### config.mk
export PLATFORM = sky130hd
export DESIGN_NAME = ovf_irq_unit
export DESIGN_NICKNAME = d
export VERILOG_FILES = /design/src/rtl/ovf_irq_pkg.sv /design/src/rtl/ovf_irq_enable.sv /design/src/rtl/ovf_irq_status.sv /design/src/rtl/ovf_irq_regport.sv /design/src/rtl/ovf_irq_unit.sv
export SDC_FILE = /design/constraint.sdc
export NUM_CORES = 1
export LEC_CHECK = 0
export ABC_AREA = 1
export BUFFER_PORTS_ARGS = -buffer_cell sky130_fd_sc_hd__buf_4
export CELL_PAD_IN_SITES_DETAIL_PLACEMENT = 1
export CELL_PAD_IN_SITES_GLOBAL_PLACEMENT = 1
export CORE_MARGIN = 5
export CORE_UTILIZATION = 35
export CTS_BUF_LIST = sky130_fd_sc_hd__clkbuf_4
export CTS_CLUSTER_DIAMETER = 150
export CTS_CLUSTER_SIZE = 10
export DETAILED_ROUTE_END_ITERATION = 8
export GPL_TIMING_DRIVEN = 0
export PLACE_DENSITY_LB_ADDON = 0.1
export SYNTH_ARGS = -nofsm -noshare
export SYNTH_HDL_FRONTEND = slang
export SYNTH_HIERARCHICAL = 1
export SYNTH_SLANG_ARGS = --single-unit
### constraint.sdc
create_clock -name clk -period 2.2 [get_ports clk]
set_input_delay 0.33 -clock clk [delete_from_list [all_inputs] [get_ports clk]]
set_output_delay 0.33 -clock clk [all_outputs]
set_load 0.05 [all_outputs]
### src/rtl/ovf_irq_pkg.sv
package ovf_irq_pkg;

    // Word offsets of the register port
    typedef enum logic [2:0] {
        OFS_EN_SET  = 3'd0,
        OFS_EN_CLR  = 3'd1,
        OFS_EN_STAT = 3'd2,
        OFS_PND_CLR = 3'd3,
        OFS_PND_RAW = 3'd4
    } reg_ofs_e;

    // Read-response machine
    typedef enum logic {
        ACC_IDLE = 1'b0,
        ACC_RESP = 1'b1
    } acc_state_e;

endpackage

### src/rtl/ovf_irq_enable.sv
module ovf_irq_enable #(
    parameter int NUM_CNT = 16
) (
    input  logic               clk,
    input  logic               rst_n,
    input  logic               set_stb,
    input  logic               clr_stb,
    input  logic [NUM_CNT-1:0] wr_bits,
    output logic [NUM_CNT-1:0] en_mask
);
    logic [NUM_CNT-1:0] en_q;
    logic [NUM_CNT-1:0] en_d;

    always_comb begin
        en_d = en_q;
        if (set_stb) en_d = en_d | wr_bits;
        if (clr_stb) en_d = en_d & ~wr_bits;
    end

    always_ff @(posedge clk or negedge rst_n) begin
        if (!rst_n) en_q <= '0;
        else        en_q <= en_d;
    end

    assign en_mask = en_q;

    for (genvar i = 0; i < NUM_CNT; i++) begin : g_en_chk
        p_set_enables_r2: assert property (@(posedge clk) disable iff (!rst_n)
            ($past(rst_n) && $past(set_stb) && $past(wr_bits[i])) |-> en_q[i]);
        p_clr_disables_r3: assert property (@(posedge clk) disable iff (!rst_n)
            ($past(rst_n) && $past(clr_stb) && $past(wr_bits[i])) |-> !en_q[i]);
        p_idle_holds_r2: assert property (@(posedge clk) disable iff (!rst_n)
            ($past(rst_n) && !$past(set_stb) && !$past(clr_stb)) |-> $stable(en_q[i]));
    end
endmodule

### src/rtl/ovf_irq_status.sv
module ovf_irq_status #(
    parameter int NUM_CNT = 16
) (
    input  logic               clk,
    input  logic               rst_n,
    input  logic [NUM_CNT-1:0] pulse,
    input  logic               clr_stb,
    input  logic [NUM_CNT-1:0] wr_bits,
    output logic [NUM_CNT-1:0] pnd_mask
);
    logic [NUM_CNT-1:0] pnd_q;
    logic [NUM_CNT-1:0] clr_vec;

    // A pulse outranks a clear of the same bit at the same edge
    assign clr_vec = clr_stb ? wr_bits : '0;

    always_ff @(posedge clk or negedge rst_n) begin
        if (!rst_n) pnd_q <= '0;
        else        pnd_q <= (pnd_q & ~clr_vec) | pulse;
    end

    assign pnd_mask = pnd_q;

    for (genvar i = 0; i < NUM_CNT; i++) begin : g_pnd_chk
        p_pulse_sets_r5: assert property (@(posedge clk) disable iff (!rst_n)
            ($past(rst_n) && $past(pulse[i])) |-> pnd_q[i]);
        p_clear_wins_r6: assert property (@(posedge clk) disable iff (!rst_n)
            ($past(rst_n) && $past(clr_stb) && $past(wr_bits[i]) && !$past(pulse[i]))
            |-> !pnd_q[i]);
        p_sticky_r5: assert property (@(posedge clk) disable iff (!rst_n)
            ($past(rst_n) && $past(pnd_q[i]) && !$past(clr_stb)) |-> pnd_q[i]);
    end
endmodule

### src/rtl/ovf_irq_regport.sv
module ovf_irq_regport
    import ovf_irq_pkg::*;
#(
    parameter int NUM_CNT  = 16,
    parameter int BIT_BASE = 8,
    parameter int DATA_W   = 32,
    parameter int ADDR_W   = 3
) (
    input  logic               clk,
    input  logic               rst_n,
    input  logic               req,
    input  logic               we,
    input  logic [ADDR_W-1:0]  addr,
    input  logic [DATA_W-1:0]  wdata,
    input  logic [NUM_CNT-1:0] en_mask,
    input  logic [NUM_CNT-1:0] pnd_mask,
    output logic               en_set_stb,
    output logic               en_clr_stb,
    output logic               pnd_clr_stb,
    output logic [NUM_CNT-1:0] wr_bits,
    output logic [DATA_W-1:0]  rdata,
    output logic               rvalid
);
    localparam int FIELD_TOP = BIT_BASE + NUM_CNT;

    acc_state_e        state_q, state_d;
    logic [DATA_W-1:0] rdata_q, rsel;
    logic              wr_hit, rd_hit;

    assign wr_hit = req && we;
    assign rd_hit = req && !we;
    assign wr_bits = wdata[BIT_BASE +: NUM_CNT];

    assign en_set_stb  = wr_hit && (addr == ADDR_W'(OFS_EN_SET));
    assign en_clr_stb  = wr_hit && (addr == ADDR_W'(OFS_EN_CLR));
    assign pnd_clr_stb = wr_hit && (addr == ADDR_W'(OFS_PND_CLR));

    always_comb begin
        rsel = '0;
        if (addr == ADDR_W'(OFS_EN_STAT))      rsel = DATA_W'(en_mask) << BIT_BASE;
        else if (addr == ADDR_W'(OFS_PND_RAW)) rsel = DATA_W'(pnd_mask) << BIT_BASE;
    end

    // Transitions: IDLE_TO_RESP, RESP_TO_RESP, RESP_TO_IDLE
    always_comb begin
        state_d = state_q;
        unique case (state_q)
            ACC_IDLE: if (rd_hit) state_d = ACC_RESP;
            ACC_RESP: state_d = rd_hit ? ACC_RESP : ACC_IDLE;
            default:  state_d = ACC_IDLE;
        endcase
    end

    always_ff @(posedge clk or negedge rst_n) begin
        if (!rst_n) state_q <= ACC_IDLE;
        else        state_q <= state_d;
    end

    always_ff @(posedge clk or negedge rst_n) begin
        if (!rst_n)      rdata_q <= '0;
        else if (rd_hit) rdata_q <= rsel;
    end

    assign rvalid = (state_q == ACC_RESP);
    assign rdata  = rdata_q;

    initial begin
        a_field_fits_r4: assert (FIELD_TOP <= DATA_W);
    end

    p_rvalid_after_read_r9: assert property (@(posedge clk) disable iff (!rst_n)
        rvalid |-> ($past(rst_n) && $past(req) && !$past(we)));
    p_read_gives_valid_r9: assert property (@(posedge clk) disable iff (!rst_n)
        rd_hit |=> rvalid);
endmodule

### src/rtl/ovf_irq_unit.sv
module ovf_irq_unit #(
    parameter int NUM_CNT  = 16,
    parameter int BIT_BASE = 8,
    parameter int DATA_W   = 32,
    parameter int ADDR_W   = 3
) (
    input  logic               clk,
    input  logic               rst_n,
    input  logic [NUM_CNT-1:0] ovf_pulse,
    input  logic               reg_req,
    input  logic               reg_we,
    input  logic [ADDR_W-1:0]  reg_addr,
    input  logic [DATA_W-1:0]  reg_wdata,
    output logic [DATA_W-1:0]  reg_rdata,
    output logic               reg_rvalid,
    output logic               irq
);
    logic               en_set_stb, en_clr_stb, pnd_clr_stb;
    logic [NUM_CNT-1:0] wr_bits, en_mask, pnd_mask;

    ovf_irq_regport #(
        .NUM_CNT(NUM_CNT), .BIT_BASE(BIT_BASE), .DATA_W(DATA_W), .ADDR_W(ADDR_W)
    ) u_port (
        .clk(clk), .rst_n(rst_n), .req(reg_req), .we(reg_we), .addr(reg_addr),
        .wdata(reg_wdata), .en_mask(en_mask), .pnd_mask(pnd_mask),
        .en_set_stb(en_set_stb), .en_clr_stb(en_clr_stb), .pnd_clr_stb(pnd_clr_stb),
        .wr_bits(wr_bits), .rdata(reg_rdata), .rvalid(reg_rvalid)
    );

    ovf_irq_enable #(.NUM_CNT(NUM_CNT)) u_en (
        .clk(clk), .rst_n(rst_n), .set_stb(en_set_stb), .clr_stb(en_clr_stb),
        .wr_bits(wr_bits), .en_mask(en_mask)
    );

    ovf_irq_status #(.NUM_CNT(NUM_CNT)) u_pnd (
        .clk(clk), .rst_n(rst_n), .pulse(ovf_pulse), .clr_stb(pnd_clr_stb),
        .wr_bits(wr_bits), .pnd_mask(pnd_mask)
    );

    assign irq = |(pnd_mask & en_mask);

    p_irq_needs_enable_r8: assert property (@(posedge clk) disable iff (!rst_n)
        (en_mask == '0) |-> !irq);
    p_irq_needs_pending_r8: assert property (@(posedge clk) disable iff (!rst_n)
        irq |-> (pnd_mask != '0));
    p_enabled_pulse_raises_r8: assert property (@(posedge clk) disable iff (!rst_n)
        ($past(rst_n) && (($past(ovf_pulse) & en_mask) != '0)) |-> irq);
endmodule

==> results.json, run 1 <==
{
  "routabilityCongestion": 0.795,
  "clk_pin_slew_worst_paths_ns": 0.14,
  "dp_slack_ns": 0.476,
  "yosys_warnings": 6,
  "ant_nets": 0,
  "core_mm2": 0.00813,
  "async_flop_share_pct": 100,
  "synth_area_mm2": 0.00290,
  "rsz0062_at_grt": "false",
  "placed_area_mm2": 0.00338,
  "placed_cells": 558,
  "fp-row-count": 33,
  "setup_tns_ns": 0,
  "yosys.cell_types.count": 17,
  "finalSetupViolations": 0,
  "worstSetupPathType": "reg2out",
  "seq_area_frac_synth_pct": 42.4,
  "cp.depth": 7,
  "worst_ep_arrival_time_ns": 1.43,
  "drive_gt1_share_pct": 22.9,
  "grt_overflow": 0,
  "power_mw": 2.15,
  "tritoncts": "built",
  "cp_max_fo": 3,
  "grt_max_degree": 50,
  "grt_pass1_wl_um": 12200,
  "crit_buf_inv": 2,
  "cts_sinks": 49,
  "die_area_mm2": 0.0102,
  "fp.dieH_um": 101,
  "die_w_um": 101,
  "htree_levels": 2,
  "syn_avg_cell_area_um2": 7.26,
  "cp_slowest_cell": "dfrtp_1",
  "portBuffers": 39,
  "crit_required_ns": 1.87,
  "p_leak_nw": 2.04,
  "hold_viol": 0,
  "yosys.area.top_type": "dfrtp_1",
  "vias": 2462,
  "cp-endpoint": "irq",
  "worstMarginPinSlew_ns": 0.645,
  "status": "complete, no violations",
  "fin_area_mm2": 0.00344,
  "fin_skew_ns": 0.00438,
  "powerDensity_mw_per_mm2": 626,
  "fin_crit_ns": 1.76,
  "grt_pass1_vias": 2535,
  "synthTopCellsByArea": "dfrtp_1 (42%), nand2_1 (25%), buf_4 (9.3%)",
  "ir_drop_mv": 0.243,
  "layout_setup_ws_ns": 0.444,
  "cp-start-kind": "register",
  "synth_top_area_share_pct": 42.4,
  "post_cts_resized": 0,
  "drtIter0Drc": 105,
  "cp_slowest_stage_delay_ns": 0.44,
  "relSlewSlack_pct": 57.0,
  "rrSetupSlack_ns": 1.36,
  "drc": 0,
  "ctsRootBufferMaster": "clkbuf_4",
  "whs_ns": 0.129,
  "synth_top_flop_cell": "dfrtp_1",
  "holdCritPathClass": "in2reg",
  "pin_count": 89,
  "synthCells": 399,
  "start_util_pct": 35.6,
  "via_per_inst": 4.34,
  "numCtsBuffers": 5,
  "path_cells": "nand2_1 > nand2_1 > inv_1 > nand2_1 > nor2_1 > nand2_1 > buf_4",
  "cp-end-kind": "primary output",
  "drv_slew": 0,
  "fmax_ghz": 0.570,
  "fillCellCount": 1053,
  "drt_wl_total_um": 7370,
  "track_usage_pct": 15.2,
  "r2r-end": "u_port/rdata[18]",
  "fin_nets": 516,
  "cap_violations": 0,
  "utilization_pct": 42.2,
  "synth.most_common_cell": "nand2_1",
  "path_delay_family": "flip-flops",
  "crit_top_cell": "nand2_1",
  "dr.pass1.iters": 4,
  "fin_cells": 567,
  "synth-edff-count": 0,
  "cts_buffer_depth": 2,
  "ys_ff_latch": 49,
  "startpoint": "u_pnd/pnd_mask[11]",
  "syn_to_final_growth_pct": 18.7,
  "synth_common_cells": "nand2_1 (195), inv_1 (55), dfrtp_1 (49)",
  "reg2reg_from": "u_en/en_mask[10]",
  "dpl.hpwl_um": 5670,
  "min_period_over_period_pct": 79.8,
  "antenna_cells": 0,
  "antenna_found_initial": 0,
  "worstRegToRegCells": 4,
  "wl_per_cell_um": 13.0,
  "clk_latency_ns": 0.37
}
## worst min path at each step
stage                       start                  to  slack (ns)  depth (start not counted)
finish              ovf_pulse[10]  u_pnd/pnd_mask[10]        0.13                          3
global placement            rst_n    u_port/rdata[23]        0.40                          1
floorplan                   rst_n     u_en/en_mask[0]        0.03                          0
CTS                  ovf_pulse[4]   u_pnd/pnd_mask[4]        0.12                          3
detailed placement          rst_n    u_port/rdata[23]        0.40                          1
global route         ovf_pulse[4]   u_pnd/pnd_mask[4]        0.11                          3
## cell type report
cell class              instances  area (um^2)  area share [%]
plain buffers                  47          413            12.0
clock buffers                   5         37.5            1.09
clock inverters                 3         12.5           0.364
inverters                      58          218            6.34
multi-input cells             260         1090            31.9
flip-flops and latches         49         1230            35.7
well taps                     105          131            3.82
repair buffers                 40          303            8.81
## layer usage
layer / vias up / track usage (%) / routed length, um
met5: - / 0 / 0
met4: 0 / 4.60 / 101
met3: 10 / 2.70 / 328
met2: 50 / 24.4 / 3300
met1: 1140 / 20.8 / 3640
li1: 1262 / - / -
## registers in the layout, summed over array words and instances, names as in the netlist
name            cells
u_en/en_mask       16
u_pnd/pnd_mask     16
u_port/rdata       16
u_port/rvalid       1
## tightest hold or removal path, stage by stage
cell and delay (ns):
buf_4 0.07, inv_1 0.03, nand2_1 0.04
## what timing repair did
| action | CTS | global route |
|---|---|---|
| hold endpoints to repair | 49 | 0 |
| hold buffers | 1 | 0 |
| buffers inserted | 0 | 0 |
## report_power, final
group	internal [mW]	switching, mW	leakage, nW
clock network	0.116	0.291	0.0300
registers	1.01	0.0793	0.542
logic	0.225	0.432	1.47
## cell families (layout without fill, tap and decap cells)
| group | after synthesis | in the layout | share of synthesized area (%) |
|---|---|---|---|
| and+or+nand+nor | 244 | 244 | 35.7 |
| buffers and inverters | 105 | 153 | 21.8 |
| DFF | 49 | 49 | 42.4 |
| other | 1 | 16 | 0.130 |
## cell usage in the layout (no fill, tap or decap), drive strengths merged
cell type and instances:
nor4 2, inv 58, dlygate4sd3 1, clkinv 3
nand2 203, dfrtp 49, conb 16, buf 84
nand4 17, nor2 5, nand3 17, clkbuf 7
Note: power is estimated with default switching activity, not from simulation.
==> inputs of run 2 (changes only) <==
ABC_AREA = 0   (was 1)
clock period = 1.7 ns   (was 2.2 ns; I/O delays follow)
==> run 2 against run 1 <==
Compared with the run above:
- the flow now finishes with violations (setup timing)
- critical path type unchanged
- combinational power rose by 35%
- setup slack got worse by 0.57 ns
- core utilization rose by 2.3 points
- clock power rose by 33%
- clock skew rose by 0.0056 ns
==> results.json, run 2 <==
{
  "placed_cells": 377,
  "tritoncts": "built",
  "drtIter0Drc": 51,
  "via_per_inst": 4.71,
  "fillCellCount": 845,
  "cp-end-kind": "primary output",
  "relSlewSlack_pct": 57.8,
  "cap_violations": 0,
  "finalSetupViolations": 1,
  "grt_pass1_vias": 1953,
  "min_period_over_period_pct": 108,
  "dp_slack_ns": 0.205,
  "antenna_cells": 0,
  "clkPwrFrac_pct": 18.9,
  "vias": 1873,
  "ys_ff_latch": 49,
  "utilization_pct": 44.5,
  "multi_input_area_um2": 1000,
  "routabilityCongestion": 0.742,
  "cp_max_fo": 2,
  "cp-start-kind": "register",
  "pwr-share-comb_pct": 30.9,
  "layout_setup_ws_ns": -0.130,
  "drv_slew": 0,
  "p_int_mw": 1.84,
  "wl_per_cell_um": 15.6,
  "worstMarginPinSlew_ns": 0.633,
  "fin_crit_ns": 1.83,
  "portBuffers": 40,
  "ir_drop_mv": 0.308,
  "synthTopCellsByArea": "dfrtp_1 (48%), a21oi_2 (11%), buf_4 (9.5%)",
  "fp-row-count": 31,
  "ctsRootBufferMaster": "clkbuf_4",
  "fin_area_mm2": 0.00318,
  "drt_wl_total_um": 6200,
  "worst_ep_arrival_time_ns": 1.58,
  "cts_buffer_depth": 2,
  "syn_avg_cell_area_um2": 11.4,
  "final_cell_mix": "buf_4 (83), dfrtp_1 (49), a21oi_2 (31)",
  "holdCritPathClass": "in2reg",
  "power_mw": 2.86,
  "htree_levels": 2,
  "fp.dieH_um": 95.1,
  "drc": 0,
  "ant_nets": 0,
  "yosys.cell_types.count": 24,
  "async_flop_share_pct": 100,
  "p_leak_nw": 1.33,
  "hold_viol": 0,
  "violations": "setup timing",
  "synth-edff-count": 0,
  "worstSetupPathType": "reg2out",
  "rsz0062_at_grt": "true",
  "pin_count": 89,
  "powerDensity_mw_per_mm2": 901,
  "swShare_pct": 35.7,
  "seq_area_frac_synth_pct": 48.3,
  "clk_pin_slew_worst_paths_ns": 0.14,
  "status": "finished with violations",
  "synth_area_mm2": 0.00254,
  "clk_latency_ns": 0.36,
  "syn_to_final_growth_pct": 25.2,
  "drive_gt1_share_pct": 49.8,
  "grt_overflow": 0,
  "power_switching_mw": 1.02,
  "synth_common_cells": "dfrtp_1 (49), buf_4 (32), a21oi_2 (31)",
  "yosys_warnings": 6,
  "synth_top_flop_cell": "dfrtp_1",
  "antenna_found_initial": 0,
  "synth_top_area_share_pct": 48.3,
  "start_util_pct": 35.5,
  "die_w_um": 95.1,
  "crit_required_ns": 1.44,
  "track_usage_pct": 14.5,
  "dpl.hpwl_um": 4660,
  "p_seq_share_pct": 50.2,
  "fin_nets": 353,
  "numCtsBuffers": 5,
  "fmax_ghz": 0.546,
  "fin_skew_ns": 0.0100,
  "synth.most_common_cell": "dfrtp_1",
  "core_mm2": 0.00714,
  "die_area_mm2": 0.00905,
  "synthCells": 223,
  "setup_tns_ns": -0.130,
  "final_common_cell": "buf_4",
  "placed_area_mm2": 0.00302,
  "grt_max_degree": 50,
  "fin_cells": 398,
  "register_area_mm2": 0.00123,
  "dr.pass1.iters": 4,
  "yosys.area.top_type": "dfrtp_1",
  "grt_pass1_wl_um": 10000,
  "cts_sinks": 49,
  "whs_ns": 0.0529
}
## run 2: logic make-up (layout without fill, tap and decap cells)
group                  count (synthesis)  after routing  synth area share, %
AOI/OAI and AO/OA                     88             88                 29.3
and+or+nand+nor                       41             41                 7.80
DFF                                   49             49                 48.3
other                                  1             16                0.148
buffers and inverters                 44            105                 14.5
## run 2: path summary, 6_finish.rpt
check,cells after the start,start,slack (ns),endpoint
worst min-delay path,2,ovf_pulse[7],0.05,u_pnd/pnd_mask[7]
worst max register to register,4,u_en/en_mask[7],0.58,u_port/rdata[15]
min in group asynchronous,2,rst_n,0.44,u_pnd/pnd_mask[10]
max in group asynchronous,2,rst_n,0.84,u_en/en_mask[3]
worst min register to register,2,u_port/rdata[23],0.54,u_port/rdata[23]
worst max-delay path,4,u_en/en_mask[7],-0.13,irq
## run 2: layer usage
metal | global-route usage (%) | wire length (um) | share of wire (%)
met1 | 20.6 | 2830 | 46
met2 | 22.6 | 2970 | 48
met3 | 3.16 | 323 | 5.2
met4 | 3.61 | 71 | 1.1
met5 | 0 | 0 | 0
## run 2: power groups by stage
| stage | Sequential (mW) | Combinational (mW) | Clock, mW |
|---|---|---|---|
| 6_report | 1.44 | 0.884 | 0.540 |
| 5_1_grt | 1.46 | 0.958 | 0.624 |
| 4_1_cts | 1.44 | 0.867 | 0.572 |
| 3_5_place_dp | 1.47 | 0.851 | 0 |
| 2_1_floorplan | 1.62 | 0.440 | 0 |
| 3_3_place_gp | 1.46 | 0.837 | 0 |
## run 2: layout make-up
cell class,instances,area share (%)
repair buffers,53,12.7
clock inverters,2,0.315
well taps,99,3.90
plain buffers,44,11.5
clock buffers,6,1.42
flip-flops and latches,49,38.6
multi-input cells,145,31.5
## run 2: worst max-delay path, cell delays in order, from the launching register on
cell and delay (ns):
dfrtp_1 0.42, a22o_1 0.25, a221oi_2 0.20, nand4_1 0.16, buf_6 0.19
## run 2: timing repair
action | 4_1_cts | 5_1_grt
resized for setup | 1 | 0
setup endpoints to repair | 1 | 1
endpoints found under the hold margin | 49 | 0
buffers inserted | 4 | 8
hold buffers | 1 | 0
cloned | 0 | 0
pin swaps | 2 | 2
